**config.mk**
```make
export PLATFORM = sky130hd
export DESIGN_NAME = wb_port_arbiter
export DESIGN_NICKNAME = d
export VERILOG_FILES = /design/src/rtl/wb_pkg.sv /design/src/rtl/wb_prio_sel.sv /design/src/rtl/wb_scoreboard.sv /design/src/rtl/wb_hazard.sv /design/src/rtl/wb_port_arbiter.sv
export SDC_FILE = /design/constraint.sdc
export NUM_CORES = 1
export LEC_CHECK = 0
export CAP_MARGIN = 20
export CORE_UTILIZATION = 35
export CTS_CLUSTER_SIZE = 24
export DETAILED_ROUTE_END_ITERATION = 8
export HOLD_SLACK_MARGIN = 0.08
export PLACE_DENSITY = 0.83
export SLEW_MARGIN = 10
export SYNTH_ARGS = -nofsm -noshare
export SYNTH_HDL_FRONTEND = slang
export SYNTH_HIERARCHICAL = 1
export SYNTH_SLANG_ARGS = --single-unit
```
**constraint.sdc**
```tcl
create_clock -name clk -period 3.4 [get_ports clk]
set_input_delay 0.68 -clock clk [delete_from_list [all_inputs] [get_ports clk]]
set_output_delay 0.68 -clock clk [all_outputs]
set_load 0.01 [all_outputs]
```
**src/rtl/wb_pkg.sv**
```systemverilog
package wb_pkg;
  // Request index doubles as rank: lower index wins.
  typedef enum int unsigned {
    U_ALU  = 0,
    U_IMUL = 1,
    U_FMUL = 2,
    U_FADD = 3,
    U_LOAD = 4
  } wb_unit_e;

  localparam int unsigned WB_NUNIT = 5;
endpackage

```
**src/rtl/wb_prio_sel.sv**
```systemverilog
module wb_prio_sel #(
  parameter int N = 5
) (
  input  logic [N-1:0] req,
  output logic [N-1:0] gnt
);
  // taken[i]: some index below i is requesting
  logic [N:0] taken;

  assign taken[0] = 1'b0;

  for (genvar i = 0; i < N; i++) begin : g_rank
    assign gnt[i]     = req[i] & ~taken[i];
    assign taken[i+1] = taken[i] | req[i];
  end
endmodule

```
**src/rtl/wb_scoreboard.sv**
```systemverilog
module wb_scoreboard #(
  parameter int NREG  = 32,
  parameter int TAG_W = $clog2(NREG)
) (
  input  logic             clk,
  input  logic             rst_n,
  input  logic             iss_vld,
  input  logic [TAG_W-1:0] iss_tag,
  input  logic             wb_vld,
  input  logic [TAG_W-1:0] wb_tag,
  output logic [NREG-1:0]  pend,
  output logic             rec_vld,
  output logic [TAG_W-1:0] rec_tag
);
  logic [NREG-1:0]  pend_q, pend_d;
  logic             rec_vld_q, rec_vld_d;
  logic [TAG_W-1:0] rec_tag_q, rec_tag_d;
  logic             pend_en;

  assign pend_en = iss_vld | wb_vld;

  always_comb begin
    pend_d = pend_q;
    if (wb_vld)  pend_d[wb_tag]  = 1'b0;
    if (iss_vld) pend_d[iss_tag] = 1'b1;  // set wins over clear
    rec_vld_d = wb_vld;
    rec_tag_d = wb_vld ? wb_tag : rec_tag_q;
  end

  always_ff @(posedge clk or negedge rst_n) begin
    if (!rst_n) begin
      pend_q    <= '0;
      rec_vld_q <= 1'b0;
      rec_tag_q <= '0;
    end else begin
      if (pend_en) pend_q <= pend_d;
      rec_vld_q <= rec_vld_d;
      if (wb_vld)  rec_tag_q <= rec_tag_d;
    end
  end

  assign pend    = pend_q;
  assign rec_vld = rec_vld_q;
  assign rec_tag = rec_tag_q;
endmodule

```
**src/rtl/wb_hazard.sv**
```systemverilog
module wb_hazard #(
  parameter int NREG  = 32,
  parameter int NSRC  = 2,
  parameter int TAG_W = $clog2(NREG)
) (
  input  logic [NREG-1:0]       pend,
  input  logic                  rec_vld,
  input  logic [TAG_W-1:0]      rec_tag,
  input  logic [NSRC-1:0]       src_vld,
  input  logic [NSRC*TAG_W-1:0] src_tag,
  output logic                  stall
);
  logic [NSRC-1:0] hit;

  for (genvar s = 0; s < NSRC; s++) begin : g_src
    logic [TAG_W-1:0] t;
    assign t      = src_tag[s*TAG_W +: TAG_W];
    assign hit[s] = src_vld[s] & (pend[t] | (rec_vld & (rec_tag == t)));
  end

  assign stall = |hit;
endmodule

```
**src/rtl/wb_port_arbiter.sv**
```systemverilog
module wb_port_arbiter #(
  parameter int NUNIT  = wb_pkg::WB_NUNIT,
  parameter int NREG   = 32,
  parameter int DATA_W = 32,
  parameter int NSRC   = 2,
  localparam int TAG_W = $clog2(NREG)
) (
  input  logic                    clk,
  input  logic                    rst_n,
  input  logic [NUNIT-1:0]        req,
  input  logic [NUNIT*TAG_W-1:0]  req_tag,
  input  logic [NUNIT*DATA_W-1:0] req_data,
  input  logic                    iss_vld,
  input  logic [TAG_W-1:0]        iss_tag,
  input  logic [NSRC-1:0]         src_vld,
  input  logic [NSRC*TAG_W-1:0]   src_tag,
  output logic [NUNIT-1:0]        gnt,
  output logic                    wr_en,
  output logic [TAG_W-1:0]        wr_tag,
  output logic [DATA_W-1:0]       wr_data,
  output logic                    stall
);
  logic [NREG-1:0]  pend;
  logic             rec_vld;
  logic [TAG_W-1:0] rec_tag;

  wb_prio_sel #(.N(NUNIT)) u_sel (
    .req (req),
    .gnt (gnt)
  );

  // One-hot AND-OR write mux
  always_comb begin
    wr_en   = |gnt;
    wr_tag  = '0;
    wr_data = '0;
    for (int u = 0; u < NUNIT; u++) begin
      wr_tag  = wr_tag  | ({TAG_W{gnt[u]}}  & req_tag[u*TAG_W +: TAG_W]);
      wr_data = wr_data | ({DATA_W{gnt[u]}} & req_data[u*DATA_W +: DATA_W]);
    end
  end

  wb_scoreboard #(.NREG(NREG), .TAG_W(TAG_W)) u_sb (
    .clk     (clk),
    .rst_n   (rst_n),
    .iss_vld (iss_vld),
    .iss_tag (iss_tag),
    .wb_vld  (wr_en),
    .wb_tag  (wr_tag),
    .pend    (pend),
    .rec_vld (rec_vld),
    .rec_tag (rec_tag)
  );

  wb_hazard #(.NREG(NREG), .NSRC(NSRC), .TAG_W(TAG_W)) u_haz (
    .pend    (pend),
    .rec_vld (rec_vld),
    .rec_tag (rec_tag),
    .src_vld (src_vld),
    .src_tag (src_tag),
    .stall   (stall)
  );
endmodule

```
* After elaboration in Yosys (flattened, before gate mapping) *
Cells that the tools add are included.

storage, ports and cells
  register bits = 38
  bits in latches = 0
  memory bits (writable) = 0
  bits in read-only memories = 0
  input bits = 210
  word-level logic and storage cells = 64
  memories kept = 0

cells by class
  add/subtract/negate cells = 0
  multiply operators = 0
  div/mod/pow operators = 0
  order comparisons = 6
  equality and inequality tests = 2
  shifts and indexed selects = 0
  muxes and demuxes = 10
  bitwise logic cells = 39
  reduce and logical (&&, ||, !) cells = 4

operator list
  cell                  count
  $and A32 B32 Y32      6
  $or A32 B32 Y32       5
  $mux W32              2
  $not A32 Y32          1
  $and A5 B5 Y5         5
  $lt A5 B6 Y1 const B  4
  $or A5 B5 Y5          4
  $bmux W1 S5           2
  $demux W1 S5          2
  $eq A5 B5 Y1          2
  $ge A5 B1 Y1 const B  2
  $and A1 B1 Y1         8
  $or A1 B1 Y1          6
  $reduce_or A5 Y1      1
  $mux W1               4
  $not A1 Y1            4
  $logic_and A1 B1 Y1   2
  $reduce_or A2 Y1      1

* Depth between registers and ports, before layout *
Gate-level depths: netlist of the first run.

  word-level depth = 16
  gate-level depth with buffers = 9
  mapped depth without buffers = 7

* By module *
Netlist of the first run, hierarchy kept.

by module, submodules not included
  module           instances  cells an instance  area each (um2)
  wb_scoreboard    1          149                1632.8
  wb_port_arbiter  1          134                930.9
  wb_hazard        1          68                 726.9
  wb_prio_sel      1          6                  55.1

* Least setup slack after synthesis of the first run *
No wires, ideal clock.

  path type = input port to output port
  start = input port src_tag[6]
  end = output port stall
  arrival time = 2.428 ns
  slack = 0.292 ns
  stages on the path = 5
  cells stage by stage = clkbuf_1 mux4_2 mux4_2 or3b_1 a32o_1

on the way
  word-level cells in the longest chain between the ends = 5

RTL lines
  item                                                            RTL line               text
  start, declared                                                 wb_port_arbiter.sv:16  input logic [NSRC*TAG_W-1:0] src_tag,
  $bmux W1 S5 or $eq A5 B5 Y1 (tied branches)                     wb_hazard.sv:18        assign hit[s] = src_vld[s] & (pend[t] | (rec_vld & (rec_tag == t)));
  $mux W1 (implied by the code) or $and A1 B1 Y1 (tied branches)  wb_hazard.sv:18
  $or A1 B1 Y1 *                                                  wb_hazard.sv:18
  $and A1 B1 Y1 *                                                 wb_hazard.sv:18
  $reduce_or A2 Y1 *                                              wb_hazard.sv:21        assign stall = |hit;
  end, declared                                                   wb_port_arbiter.sv:21  output logic stall

Mark *: on every way between the ends. The rest lies on a longest branch, timed or not. The select of a mux whose other input is x is not followed.

* Worst setup path after layout of the first run *
  start = input port req[3]
  end = output port wr_tag[2]

on the way
  word-level cells in the longest chain between the ends = 5

RTL lines
  item             RTL line               text
  start, declared  wb_port_arbiter.sv:10  input logic [NUNIT-1:0] req,
  $or A1 B1 Y1     wb_prio_sel.sv:14      assign taken[i+1] = taken[i] | req[i];
  $not A1 Y1       wb_prio_sel.sv:13      assign gnt[i] = req[i] & ~taken[i];
  $and A1 B1 Y1    wb_prio_sel.sv:13
  $and A5 B5 Y5    wb_port_arbiter.sv:38  wr_tag = wr_tag | ({TAG_W{gnt[u]}} & req_tag[u*TAG_W +: TAG_W]);
  $or A5 B5 Y5 *   wb_port_arbiter.sv:38
  end, declared    wb_port_arbiter.sv:19  output logic [TAG_W-1:0] wr_tag,

Mark *: on every way between the ends. The rest lies on a longest branch, timed or not.

==> impl_metrics.json, run 1 <==
{
  "vdd_drop_max_mv": 0.1931,
  "worstPathArrival_ps": 2670,
  "critPathCaptureType": "output port",
  "grt_use_met2": 0.5650,
  "timing.critical_path.max_delay_family": "buffers and inverters",
  "cts_buffers": 5,
  "finalCritPeriodShare": 0.9863,
  "rsz0062_at_grt": "no",
  "clk_latency_ps": 290,
  "die_area_sq_mm": 0.009954,
  "path_max_fanout": 37,
  "hold_viol": 0,
  "first_pass_iters": 6,
  "htree_levels": 2,
  "path_buf_inv": 3,
  "rows": 35,
  "track_usage": 0.3482,
  "synth_area_sq_mm": 0.003346,
  "fin_skew_ps": 0,
  "synth_area_per_cell_sq_um": 9.372,
  "cts-root-buf": "clkbuf_8",
  "syn_to_final_growth_pct": 88.86,
  "first_iter_violations": 522,
  "slew_headroom": 0.6677,
  "route.antenna.remaining_nets": 0,
  "busiest_layer": "met2",
  "clk_pin_slew_ps": 70,
  "cp-start-kind": "input port",
  "syn_inst": 357,
  "gr-usage-met3": 0.1267,
  "max_slew.worst_pin.slew_ps": 498.4,
  "worst_path_largest_cell_delay_ps": 570,
  "portBuffers": 253,
  "antenna_found_initial": 0,
  "synth_seq_cells": 38,
  "wl_per_cell_um": 23.33,
  "period_minus_slack_ps": 3353,
  "grt_pass1_vias": 4606,
  "fmaxAchievable_ghz": 0.2982,
  "synth_enable_flop_cells": 0,
  "dp_hpwl_mm": 14.16,
  "grt-ovfl-total": 0,
  "grt_start_max_net_pins": 39,
  "vias": 4592,
  "grt_pass1_wl_mm": 25.79,
  "die_w_um": 99.77,
  "yosysWarnings": 6,
  "synthFlopType": "dfrtp_1",
  "final_cell_area_sq_mm": 0.006319,
  "syn_nets": 567,
  "slew_viol_final": 0,
  "status": "complete, no violations",
  "diodes": 0,
  "finalWeightedCongestion": 0.9594,
  "cp.required_ps": 2720,
  "synth_cell_type_count": 53,
  "cts_tree": "done",
  "final_layout_size_suffix_gt1_frac": 0.1220,
  "power_density_mw_per_mm2": 294.4,
  "drt_wl_total_mm": 17.55,
  "async_flop_share": 1.000,
  "setup_viol": 0,
  "ys_seq_area_frac": 0.2842,
  "max-cap-violations": 0,
  "core_area_sq_mm": 0.009240,
  "drc": 0,
  "dpl_cell_area_sq_mm": 0.006183,
  "ioPinCount": 254,
  "cts_buffer_depth": 2,
  "nets": 832,
  "worstPathCellList": "clkdlybuf4s50_1 > nand2b_1 > nor4_4 > buf_12 > a222oi_1 > nand2_1 > clkdlybuf4s50_1",
  "vias_per_cell": 6.106,
  "grtUsageMet1": 0.4308,
  "tns_ps": 0,
  "leakage_uw": 0.002477,
  "die_h_um": 99.77,
  "clock-sinks": 38,
  "setup.worst_path.class": "input port to output port",
  "crit_top_cell": "clkdlybuf4s50_1",
  "crit_path_top_delay_cell": "clkdlybuf4s50_1",
  "hold_path.class": "flip-flop to flip-flop",
  "start_util": 0.3621
}
[Yosys cell counts, types with 2 or more instances]
cell	number	area, sq um
xor2_1	7	61.31
o21ai_1	19	95.09
mux2_2	8	90.09
nand3_1	7	35.03
a21o_1	2	15.01
nand2b_1	4	25.02
buf_2	11	55.05
xnor2_1	2	17.52
or3b_1	6	52.55
a22oi_1	37	277.8
nor2b_1	2	12.51
nor3b_1	3	22.52
nor3_1	2	10.01
mux2i_1	5	50.05
mux4_1	5	131.4
nor4b_2	2	30.03
dfrtp_1	38	950.9
mux4_2	8	180.2
a221o_1	2	20.02
or3_1	2	12.51
inv_1	8	30.03
o2bb2ai_1	2	17.52
nand2_1	44	165.2
clkbuf_1	11	41.29
buf_6	7	78.83
o21ai_0	34	170.2
o221ai_1	3	26.28
nand3b_1	11	82.58
o21a_1	2	15.01
a222oi_1	37	370.4
nor2_1	4	15.01
[timing repair]
action,CTS,global route
pin swaps,1,0
setup buffers,1,0
endpoints found under the setup margin,26,3
hold buffers,0,0
resized for setup,18,8
cloned,1,0
[final cells by class]
class | count | area [sq um]
well taps | 129 | 161.4
flip-flops and latches | 38 | 950.9
multi-input cells | 280 | 2215
clock inverters | 3 | 21.27
clock buffers | 5 | 68.82
repair buffers | 289 | 2872
fillers | 748 | 2922
inverters | 8 | 30.03
[cells in the final DEF, fill, tap and decap left out, types with 11 or more instances in the layout]
cell / netlist / final
dfrtp_1: 38 / 38
a22oi_1: 37 / 37
mux4_2: 8 / 11
a222oi_1: 37 / 37
nand3b_1: 11 / 11
clkdlybuf4s50_1: 0 / 242
buf_4: 1 / 31
o21ai_0: 34 / 33
o21ai_1: 19 / 20
nand2_1: 44 / 44
[worst min-delay path, cell delays in order (launching register included)]
cell and delay [ps]:
dfrtp_1 370, o21ai_0 90, o21ai_1 70
[registers in the layout, summed over array words and instances (netlist names)]
name / cells
u_sb/rec_tag: 5
u_sb/rec_vld: 1
u_sb/pend: 32
[through the flow]
step / hold WS [ps] / worst slack, ps / utilization / cells / power (uW)
3_3_place_gp: 521.6 / -690.2 / 0.6692 / 742 / 1504
5_1_grt: 585.4 / 4.442 / 0.6838 / 752 / 1951
4_1_cts: 561.7 / 37.86 / 0.6841 / 752 / 1845
6_report: 563.8 / 46.50 / 0.6838 / 752 / 1860
3_5_place_dp: 542.5 / -738.9 / 0.6692 / 742 / 1528
2_1_floorplan: 384.4 / 292.1 / - / 357 / 988.6
[path summary, 6_finish.rpt]
kind,start,endpoint,slack [ps],cells past startpoint
min,u_sb/pend[2],u_sb/pend[2],560,2
max reg2reg,u_sb/pend[9],u_sb/pend[9],2440,2
max,req[3],wr_tag[2],50,7
min reg2reg,u_sb/pend[2],u_sb/pend[2],560,2
max in group asynchronous,rst_n,u_sb/pend[9],2240,2
min in group asynchronous,rst_n,u_sb/pend[21],800,2
[report_power, final]
| group | leakage [uW] | total, uW | internal, uW | switching [uW] |
|---|---|---|---|---|
| sequential | 0.000439 | 662 | 550 | 112 |
| combinational | 0.00199 | 886 | 532 | 354 |
| clock | 0.0000441 | 312 | 144 | 168 |
[per-layer routing]
layer	routed length [um]	vias to the layer above
li1	-	2000
met1	6732	2211
met2	7929	336
met3	2349	45
met4	534	0
met5	0	-
[cells by family after synthesis]
family                 after synthesis  synth area share
multiplexers                        26            0.1350
AO/OA/AOI/OAI                      149            0.3295
buffers and inverters               39           0.06470
flip-flops                          38            0.2842
XOR/XNOR                             9           0.02356
AND/OR/NAND/NOR                     96            0.1631
Note: power is estimated with default switching activity, not from simulation.
==> run 2: changes to the inputs <==
- CELL_PAD_IN_SITES_DETAIL_PLACEMENT: not set -> 0
- CELL_PAD_IN_SITES_GLOBAL_PLACEMENT: not set -> 1
- CORE_UTILIZATION: 35 -> 24
- PLACE_DENSITY: 0.83 -> 0.82
==> run 2 against run 1 <==
Compared with the run above: register-to-register slack gained 20 ps; global-route usage is 12 points lower; maximum frequency about the same; highest routed layer unchanged.
==> impl_metrics.json, run 2 (synthesized netlist as in run 1, its figures left out) <==
{
  "htree_levels": 2,
  "drc": 0,
  "grt_start_max_net_pins": 39,
  "period_minus_slack_ps": 3356,
  "finalWeightedCongestion": 0.9698,
  "cts_buffers": 5,
  "clk_latency_ps": 280,
  "cp.required_ps": 2720,
  "ioPinCount": 254,
  "grt_pass1_wl_mm": 25.45,
  "die_area_sq_mm": 0.01442,
  "grt-ovfl-total": 0,
  "die_h_um": 120.1,
  "power_density_mw_per_mm2": 310.0,
  "max_slew.worst_pin.slew_ps": 485.8,
  "diodes": 0,
  "tns_ps": 0,
  "fmaxAchievable_ghz": 0.2980,
  "syn_to_final_growth_pct": 92.89,
  "final_layout_size_suffix_gt1_frac": 0.1274,
  "cts_hold_buf": 0,
  "rsz0062_at_grt": "no",
  "portBuffers": 253,
  "gr-usage-met3": 0.05798,
  "final_cell_mix": "clkdlybuf4s50_1, nand2_1, dfrtp_1, a222oi_1, a22oi_1",
  "holdPathStages": 2,
  "wl_per_cell_um": 21.00,
  "vias": 4510,
  "start_util": 0.2497,
  "max-cap-violations": 0,
  "final.fill_count": 1284,
  "rows": 42,
  "first_iter_violations": 406,
  "leakage_uw": 0.002510,
  "first_pass_iters": 6,
  "placedCellCount": 796,
  "slew_viol_final": 0,
  "worstPathArrival_ps": 2680,
  "hold_viol": 0,
  "layout_setup_ws_ps": 43.91,
  "finalCritPeriodShare": 0.9871,
  "cp-start-kind": "input port",
  "final_core_util": 0.4816,
  "final_common_cell": "clkdlybuf4s50_1",
  "vdd_drop_max_mv": 0.1767,
  "route.antenna.remaining_nets": 0,
  "drt_wl_total_mm": 16.88,
  "grtUsageMet1": 0.2749,
  "reg2reg_depth": 2,
  "clk_pin_slew_ps": 60,
  "critPathCaptureType": "output port",
  "cts_buffer_depth": 2,
  "dp_hpwl_mm": 13.56,
  "slew_headroom": 0.6761,
  "fin_skew_ps": 0,
  "hold_path.class": "flip-flop to flip-flop",
  "largest_reg_flops": 32,
  "busiest_layer": "met2",
  "cts-root-buf": "clkbuf_16",
  "die_w_um": 120.1,
  "core_area_sq_mm": 0.01340,
  "setup_viol": 0,
  "path_max_fanout": 12,
  "cts_tree": "done",
  "grt_pass1_vias": 4635,
  "setup.worst_path.class": "input port to output port",
  "status": "complete, no violations",
  "nets": 837,
  "instances_no_fill": 804,
  "place_ws_ps": -731.9,
  "vias_per_cell": 5.609,
  "track_usage": 0.2291,
  "grt_use_met2": 0.4001,
  "antenna_found_initial": 0,
  "clock-sinks": 38
}
## run 2: final timing paths
kind,startpoint,to,slack (ps)
min in group asynchronous,rst_n,u_sb/pend[26],820
worst min-delay path,u_sb/pend[19],u_sb/pend[19],550
max in group asynchronous,rst_n,u_sb/rec_vld,2230
worst max-delay path,req[3],wr_tag[1],40
worst max register to register,u_sb/pend[9],u_sb/pend[9],2460
worst min register to register,u_sb/pend[19],u_sb/pend[19],550
## run 2: where the power goes
group / internal, uW / switching [uW]
Sequential: 552 / 105
Combinational: 532 / 341
Clock: 290 / 182
Total: 1370 / 628
## run 2: routing by layer
layer	up-vias	share of wire
li1	2008	-
met1	2183	0.38
met2	288	0.51
met3	31	0.092
met4	0	0.019
met5	-	0
## run 2: area by class of cell
cell class                      count  area, sq um  area share
Clock buffer                        6        138.9     0.02152
Clock inverter                      2        12.51    0.001939
Inverter                            8        30.03    0.004653
Multi-Input combinational cell    280         2202      0.3412
Sequential cell                    38        950.9      0.1473
Tap cell                          176        220.2     0.03412
Timing Repair Buffer              294         2899      0.4492
## run 2: through the flow
step	power, uW	area, sq um	hold slack [ps]
floorplan	988.6	3346	384.4
global placement	1494	6307	528.4
detailed placement	1519	6307	527.7
CTS	1996	6451	541.0
global route	2098	6454	579.5
finish	2001	6454	546.3
## run 2: timing repair
action | in CTS | in global routing
pin swaps | 1 | 4
resized for setup | 14 | 7
cloned | 0 | 0
endpoints found under the setup margin | 17 | 10
endpoints found under the hold margin | 0 | 0
buffers inserted | 0 | 0
## run 2: worst max-delay path: stages
cell,delay (ps)
clkdlybuf4s50_1,480
nand2b_1,160
nor4_4,60
buf_4,200
a222oi_1,370
nand2_1,190
clkdlybuf4s50_1,530
